<file path="config.mk">
export PLATFORM = sky130hd
export DESIGN_NAME = sha_pad_buffer
export DESIGN_NICKNAME = d
export VERILOG_FILES = /design/src/rtl/sha_pad_pkg.sv /design/src/rtl/sha_pad_byte_buf.sv /design/src/rtl/sha_pad_format.sv /design/src/rtl/sha_pad_ctrl.sv /design/src/rtl/sha_pad_buffer.sv
export SDC_FILE = /design/constraint.sdc
export NUM_CORES = 1
export LEC_CHECK = 0
export ABC_AREA = 0
export BUFFER_PORTS_ARGS = -buffer_cell sky130_fd_sc_hd__buf_2
export CAP_MARGIN = 25
export CELL_PAD_IN_SITES_DETAIL_PLACEMENT = 1
export CELL_PAD_IN_SITES_GLOBAL_PLACEMENT = 2
export CORE_ASPECT_RATIO = 2
export CORE_UTILIZATION = 37
export CTS_BUF_LIST = sky130_fd_sc_hd__clkbuf_8
export DETAILED_ROUTE_END_ITERATION = 10
export HOLD_SLACK_MARGIN = 0.08
export PLACE_DENSITY = 0.89
export SKIP_LAST_GASP = 1
export SYNTH_ARGS = -nofsm -noshare
export SYNTH_HDL_FRONTEND = slang
export SYNTH_SLANG_ARGS = --single-unit
</file>
<file path="constraint.sdc">
create_clock -name clk_i -period 2.9 [get_ports clk_i]
set_input_delay 0.58 -clock clk_i [delete_from_list [all_inputs] [get_ports clk_i]]
set_output_delay 0.58 -clock clk_i [all_outputs]
set_load 0.01 [all_outputs]
</file>
<file path="src/rtl/sha_pad_pkg.sv">
package sha_pad_pkg;
  typedef enum logic [1:0] {
    ST_FILL  = 2'd0,
    ST_SEND  = 2'd1,
    ST_PAD1  = 2'd2,
    ST_PAD2  = 2'd3
  } pad_st_e;

  localparam logic [5:0] DLEN_SHA1   = 6'd20;
  localparam logic [5:0] DLEN_SHA256 = 6'd32;

  function automatic logic [5:0] digest_len(input logic sha256);
    return sha256 ? DLEN_SHA256 : DLEN_SHA1;
  endfunction
endpackage

</file>
<file path="src/rtl/sha_pad_byte_buf.sv">
module sha_pad_byte_buf #(
  parameter int BLK_BYTES = 64,
  localparam int FILL_W   = $clog2(BLK_BYTES + 1),
  localparam int IDX_W    = $clog2(BLK_BYTES),
  localparam int BLK_W    = 8 * BLK_BYTES
) (
  input  logic              clk_i,
  input  logic              rst_ni,
  input  logic              wr_i,
  input  logic [7:0]        byte_i,
  input  logic              clr_i,
  output logic [FILL_W-1:0] fill_o,
  output logic [BLK_W-1:0]  data_o
);
  logic [7:0]        bytes_q [BLK_BYTES];
  logic [FILL_W-1:0] fill_q;

  always_ff @(posedge clk_i or negedge rst_ni) begin
    if (!rst_ni) begin
      fill_q <= '0;
      for (int i = 0; i < BLK_BYTES; i++) bytes_q[i] <= '0;
    end else if (clr_i) begin
      fill_q <= '0;
    end else if (wr_i) begin
      bytes_q[fill_q[IDX_W-1:0]] <= byte_i;
      fill_q <= fill_q + 1'b1;
    end
  end

  for (genvar i = 0; i < BLK_BYTES; i++) begin : g_pack
    assign data_o[8*(BLK_BYTES-1-i) +: 8] = bytes_q[i];
  end

  assign fill_o = fill_q;
endmodule

</file>
<file path="src/rtl/sha_pad_format.sv">
module sha_pad_format #(
  parameter int BLK_BYTES       = 64,
  parameter int LEN_W           = 32,
  parameter int LEN_FIELD_BYTES = 8,
  localparam int FILL_W   = $clog2(BLK_BYTES + 1),
  localparam int BLK_W    = 8 * BLK_BYTES,
  localparam int LEN_B    = LEN_W / 8,
  localparam int ONE_LIM  = BLK_BYTES - LEN_FIELD_BYTES - 1
) (
  input  logic [BLK_W-1:0]  buf_i,
  input  logic [FILL_W-1:0] fill_i,
  input  logic [LEN_W-1:0]  bit_len_i,
  input  logic              second_i,
  output logic              two_blk_o,
  output logic [BLK_W-1:0]  pad_o
);
  assign two_blk_o = fill_i > FILL_W'(ONE_LIM);

  for (genvar i = 0; i < BLK_BYTES; i++) begin : g_byte
    localparam int TAIL = i - (BLK_BYTES - LEN_B);
    logic [7:0] len_b;
    logic [7:0] b;
    if (TAIL >= 0) begin : g_len
      assign len_b = bit_len_i[8*(LEN_B-1-TAIL) +: 8];
    end else begin : g_nolen
      assign len_b = '0;
    end
    always_comb begin
      if (second_i)                    b = len_b;
      else if (FILL_W'(i) < fill_i)    b = buf_i[8*(BLK_BYTES-1-i) +: 8];
      else if (FILL_W'(i) == fill_i)   b = 8'h80;
      else if (!two_blk_o)             b = len_b;
      else                             b = '0;
    end
    assign pad_o[8*(BLK_BYTES-1-i) +: 8] = b;
  end
endmodule

</file>
<file path="src/rtl/sha_pad_ctrl.sv">
module sha_pad_ctrl
  import sha_pad_pkg::*;
#(
  parameter int BLK_BYTES = 64,
  parameter int LEN_W     = 32,
  localparam int FILL_W   = $clog2(BLK_BYTES + 1),
  localparam int CNT_W    = LEN_W - 3
) (
  input  logic              clk_i,
  input  logic              rst_ni,
  input  logic              init_i,
  input  logic              alg_i,
  input  logic              in_valid_i,
  input  logic              in_last_i,
  input  logic              blk_ready_i,
  input  logic [FILL_W-1:0] fill_i,
  input  logic              two_blk_i,
  output logic              in_ready_o,
  output logic              blk_valid_o,
  output logic              blk_first_o,
  output logic              send_raw_o,
  output logic              pad_second_o,
  output logic              buf_wr_o,
  output logic              buf_clr_o,
  output logic [LEN_W-1:0]  bit_len_o,
  output logic              alg_o,
  output logic              done_o
);
  pad_st_e          st_q, st_d;
  logic             first_q, last_pend_q, alg_q, done_q;
  logic [CNT_W-1:0] cnt_q;
  logic             acc, hs, fill_last, finish;

  assign in_ready_o   = (st_q == ST_FILL);
  assign blk_valid_o  = (st_q != ST_FILL);
  assign blk_first_o  = blk_valid_o & first_q;
  assign send_raw_o   = (st_q == ST_SEND);
  assign pad_second_o = (st_q == ST_PAD2);
  assign acc          = in_valid_i & in_ready_o & ~init_i;
  assign hs           = blk_valid_o & blk_ready_i;
  assign fill_last    = (fill_i == FILL_W'(BLK_BYTES - 1));
  assign finish       = hs & ((st_q == ST_PAD2) | ((st_q == ST_PAD1) & ~two_blk_i));
  assign buf_wr_o     = acc;
  assign buf_clr_o    = init_i | (hs & (st_q != ST_PAD2));
  assign bit_len_o    = {cnt_q, 3'b000};
  assign alg_o        = alg_q;
  assign done_o       = done_q;

  always_comb begin
    st_d = st_q;
    unique case (st_q)
      ST_FILL: if (acc) begin
        if (fill_last)      st_d = ST_SEND;
        else if (in_last_i) st_d = ST_PAD1;
      end
      ST_SEND: if (hs) st_d = last_pend_q ? ST_PAD1 : ST_FILL;
      ST_PAD1: if (hs) st_d = two_blk_i ? ST_PAD2 : ST_FILL;
      ST_PAD2: if (hs) st_d = ST_FILL;
      default: st_d = ST_FILL;
    endcase
  end

  always_ff @(posedge clk_i or negedge rst_ni) begin
    if (!rst_ni) begin
      st_q        <= ST_FILL;
      first_q     <= 1'b1;
      last_pend_q <= 1'b0;
      alg_q       <= 1'b1;
      done_q      <= 1'b0;
      cnt_q       <= '0;
    end else if (init_i) begin
      st_q        <= ST_FILL;
      first_q     <= 1'b1;
      last_pend_q <= 1'b0;
      done_q      <= 1'b0;
      cnt_q       <= '0;
    end else begin
      st_q   <= st_d;
      done_q <= finish;
      if (acc) begin
        cnt_q <= cnt_q + 1'b1;
        if (cnt_q == '0) alg_q <= alg_i;
        if (fill_last) last_pend_q <= in_last_i;
      end
      if (finish) begin
        cnt_q       <= '0;
        first_q     <= 1'b1;
        last_pend_q <= 1'b0;
      end else if (hs) begin
        first_q <= 1'b0;
      end
    end
  end
endmodule

</file>
<file path="src/rtl/sha_pad_buffer.sv">
module sha_pad_buffer
  import sha_pad_pkg::*;
#(
  parameter int BLK_BYTES       = 64,
  parameter int LEN_W           = 32,
  parameter int LEN_FIELD_BYTES = 8,
  localparam int BLK_W  = 8 * BLK_BYTES,
  localparam int FILL_W = $clog2(BLK_BYTES + 1)
) (
  input  logic             clk_i,
  input  logic             rst_ni,
  input  logic             init_i,
  input  logic             alg_i,
  input  logic             in_valid_i,
  input  logic [7:0]       in_data_i,
  input  logic             in_last_i,
  output logic             in_ready_o,
  output logic             blk_valid_o,
  output logic [BLK_W-1:0] blk_data_o,
  output logic             blk_first_o,
  input  logic             blk_ready_i,
  output logic             done_o,
  output logic [5:0]       digest_len_o
);
  logic [FILL_W-1:0] fill;
  logic [BLK_W-1:0]  buf_data, pad_data;
  logic [LEN_W-1:0]  bit_len;
  logic              buf_wr, buf_clr, two_blk, send_raw, pad_second, alg;

  sha_pad_byte_buf #(.BLK_BYTES(BLK_BYTES)) u_buf (
    .clk_i  (clk_i),
    .rst_ni (rst_ni),
    .wr_i   (buf_wr),
    .byte_i (in_data_i),
    .clr_i  (buf_clr),
    .fill_o (fill),
    .data_o (buf_data)
  );

  sha_pad_format #(
    .BLK_BYTES(BLK_BYTES), .LEN_W(LEN_W), .LEN_FIELD_BYTES(LEN_FIELD_BYTES)
  ) u_fmt (
    .buf_i     (buf_data),
    .fill_i    (fill),
    .bit_len_i (bit_len),
    .second_i  (pad_second),
    .two_blk_o (two_blk),
    .pad_o     (pad_data)
  );

  sha_pad_ctrl #(.BLK_BYTES(BLK_BYTES), .LEN_W(LEN_W)) u_ctrl (
    .clk_i        (clk_i),
    .rst_ni       (rst_ni),
    .init_i       (init_i),
    .alg_i        (alg_i),
    .in_valid_i   (in_valid_i),
    .in_last_i    (in_last_i),
    .blk_ready_i  (blk_ready_i),
    .fill_i       (fill),
    .two_blk_i    (two_blk),
    .in_ready_o   (in_ready_o),
    .blk_valid_o  (blk_valid_o),
    .blk_first_o  (blk_first_o),
    .send_raw_o   (send_raw),
    .pad_second_o (pad_second),
    .buf_wr_o     (buf_wr),
    .buf_clr_o    (buf_clr),
    .bit_len_o    (bit_len),
    .alg_o        (alg),
    .done_o       (done_o)
  );

  assign blk_data_o   = send_raw ? buf_data : pad_data;
  assign digest_len_o = digest_len(alg);
endmodule

</file>
==> results by group <==
CTS
  • H-tree levels: 3
  • TritonCTS clock tree: done
  • Clk Latency, worst-skew pair: 0.77 ns
  • Clock buffer count from CTS: 84
  • Root buffer cell: clkbuf_8
  • Clk sinks: 554
  • Clock Pin Slew Worst Setup and Hold Paths: 0.07 ns
  • Clock Path Buffers: 3

Worst setup path
  • Buf/Inv on CP: 3
  • Critical Path Sink Type: output pin
  • Worst setup SP type: register
  • Most used cell, CP: buf_6
  • Crit-path cells: buf_6, or4_4, buf_8, nor3_1, a22o_1, buf_6
  • CP top delay family: simple AND/OR/NAND/NOR gates
  • WP data arrival: 2.85 ns
  • Worst-path fanout max: 6
  • Req. time, crit path: 2.32 ns
  • Slowest cell delay on critical path: 0.58 ns
  • CP max-delay cell: or4_4
  • Critical path class: reg2out

Synthesis
  • EDFF count, synth: 0
  • Ys flop type: dfrtp_1
  • Synth Register Bits: 554
  • Syn Area/Cell: 11.6 um2
  • Gate count after technology mapping: 2340
  • Post-Syn Area: 27200 um2
  • Area leader, netlist: dfrtp_1
  • Sequential fraction of the synthesis area: 50.9%
  • Asr flop ratio synth: 100%
  • Share of the synthesized area in the top cell type: 50.7%
  • Unique cell type count in the Yosys netlist: 75
  • Leading post-synthesis cells by cell area: dfrtp_1 (51%), mux2_2 (21%), and2_1 (8.4%)
  • Yosys warning total: 0

Drt
  • Routed Antenna Nets: 0
  • DR vias: 23200
  • DR iter-0 viols: 1136
  • DRT Wirelength: 119000 um
  • DR WL/cell: 29.0 um
  • Residual DRC count: 0
  • 1st-pass router iterations: 5
  • Via-per-instance ratio: 5.64

Finish
  • Commonest non-fill, non-tap cells in the layout: dfrtp_1 (544), mux2_2 (506), buf_2 (357)
  • Post-layout util: 52.9%
  • Synth-to-layout area growth: 41.5%
  • Proportion of layout cells with a drive suffix above 1: 59.3%
  • Layout Cells excl Fill: 4123
  • Fill count: 7587
  • Most common cell after layout, fill and taps aside: dfrtp_1
  • Final Instance Area: 38500 um2
  • Final #Nets: 3156

Power and ir drop
  • Max VDD drop: 372 uV
  • Leak pwr: 19.9 nW
  • Pwr per Cell Area: 429 nW/um2
  • Total power: 16.5 mW

Die
  • Die H: 386 um
  • Die width: 194 um
  • IO Count: 537
  • Die area: 74800 um2
  • Core area: 72900 um2
  • Initial Util: 37.4%
  • Std cell rows: 140

Timing
  • RSZ-0062 raised after global routing: true
  • Slew @ Worst Pin: 0.702 ns
  • Setup violations, final: 712
  • Final hold vios: 0
  • Final period util: 118%
  • Relative slew slack: 52.6%
  • Final TNS setup: -152.33 ns
  • Final Slew Violations: 0
  • Minimum clock period: 3.43 ns
  • Fmax: 0.291 GHz
  • Fin Hold WS: 0.145 ns
  • Clk_skew: 0.0316 ns
  • PnR worst setup slack: -0.534 ns

Place
  • Port-buffer cells: 533
  • Placed insts: 3826
  • Placed cell areas: 32100 um2
  • Placement Setup Slack: -0.185 ns
  • Post-DP HPWL: 82100 um
  • Final Wtd Congestion: 0.981

Outcome
  • Violated checks: setup timing
  • Status: finished with violations

Global route
  • Largest net degree at the start of global routing: 98
  • Initial antenna violation count: 3
  • Total GRT Usage: 29.7%
  • Global route overflow: 0
  • First-pass GRT wire length: 164000 um
  • Vias in the first global route: 24600

Worst hold path
  • Hold Path Class: in2reg

Run
  • Max Cap Viol: 0
[cells in the mapped netlist (17+ instances only)]
cell type / count
nor2_1: 61
and2_1: 364
a21oi_1: 80
nand4_1: 17
nand3_1: 47
a22o_1: 30
o21ai_0: 58
a32o_1: 20
clkbuf_1: 129
dfrtp_1: 552
mux2_2: 506
nand2_1: 114
inv_1: 21
and3_1: 67
[path summary, 6_finish.rpt]
check / from / end / slack [ns] / cells after the start
worst min register to register: u_ctrl.first_q$_DFFE_PN1P_ / u_ctrl.first_q$_DFFE_PN1P_ / 0.46 / 2
worst max register to register: u_ctrl.st_q[0]$_DFFE_PN0P_ / u_buf.data_o[198]$_DFFE_PN0P_ / -0.11 / 7
worst min-delay path: in_last_i / u_ctrl.last_pend_q$_DFFE_PN0P_ / 0.15 / 3
max in group asynchronous: rst_ni / u_buf.data_o[36]$_DFFE_PN0P_ / 1.44 / 4
min in group asynchronous: rst_ni / u_buf.data_o[314]$_DFFE_PN0P_ / 0.38 / 2
worst max-delay path: u_buf.fill_o[6]$_DFFE_PN0P_ / blk_data_o[439] / -0.53 / 6
[cell families (layout without fill, tap and decap cells)]
group                    after synthesis  in the layout  share of synthesized area, %
multiplexers                         525            525                          21.6
buffers and inverters                183           1038                          2.82
flip-flops                           554            554                          50.9
other                                  1              5                        0.0138
XOR/XNOR                               7              7                         0.225
adder cells (fa/ha/maj)                6              6                         0.276
AO/OA/AOI/OAI                        250            251                          5.98
AND/OR/NAND/NOR                      814            814                          18.2
[layout make-up]
class | count | area [um2] | area share [%]
flip-flops and latches | 554 | 13900 | 36.0
multi-input cells | 1606 | 14400 | 37.3
inverters | 22 | 93.8 | 0.243
diodes | 2 | 5.00 | 0.0130
clock inverters | 42 | 348 | 0.903
clock buffers | 107 | 1470 | 3.82
repair buffers | 867 | 7220 | 18.7
well taps | 923 | 1150 | 3.00
[routing by layer]
metal	wire length, um	track usage [%]
met5	0	0
met2	61400	53.3
met4	8090	18.3
met1	42300	31.9
met3	7660	6.32
[timing repair]
action,4_1_cts,5_1_grt
gates resized for setup,223,581
endpoints found under the setup margin,512,875
setup buffers,35,104
hold buffers,2,0
cloned,0,14
hold endpoints to repair,49,0
pin swaps,42,220
[worst min-delay path, delay by kind of cell]
kind / cells / cell delay (ns)
buf+inv: 1 / 0.12
mux: 1 / 0.08
simple gates: 1 / 0.09
[power by group]
| group | internal [mW] | switching (mW) | leakage (nW) | total [mW] |
|---|---|---|---|---|
| sequential | 7.99 | 0.163 | 7.56 | 8.15 |
| combinational | 0.452 | 0.750 | 11.3 | 1.20 |
| clock | 3.85 | 3.34 | 1.01 | 7.20 |
| total | 12.3 | 4.26 | 19.9 | 16.5 |
[registers in the layout, indices dropped and copies added (netlist names)]
signal              flops
u_ctrl.first_q          1
u_buf.fill_o            7
u_ctrl.alg_o            1
u_buf.data_o          512
u_ctrl.st_q             2
u_ctrl.done_o           1
u_ctrl.cnt_q           29
u_ctrl.last_pend_q      1
Note: power is estimated with default switching activity, not from simulation.
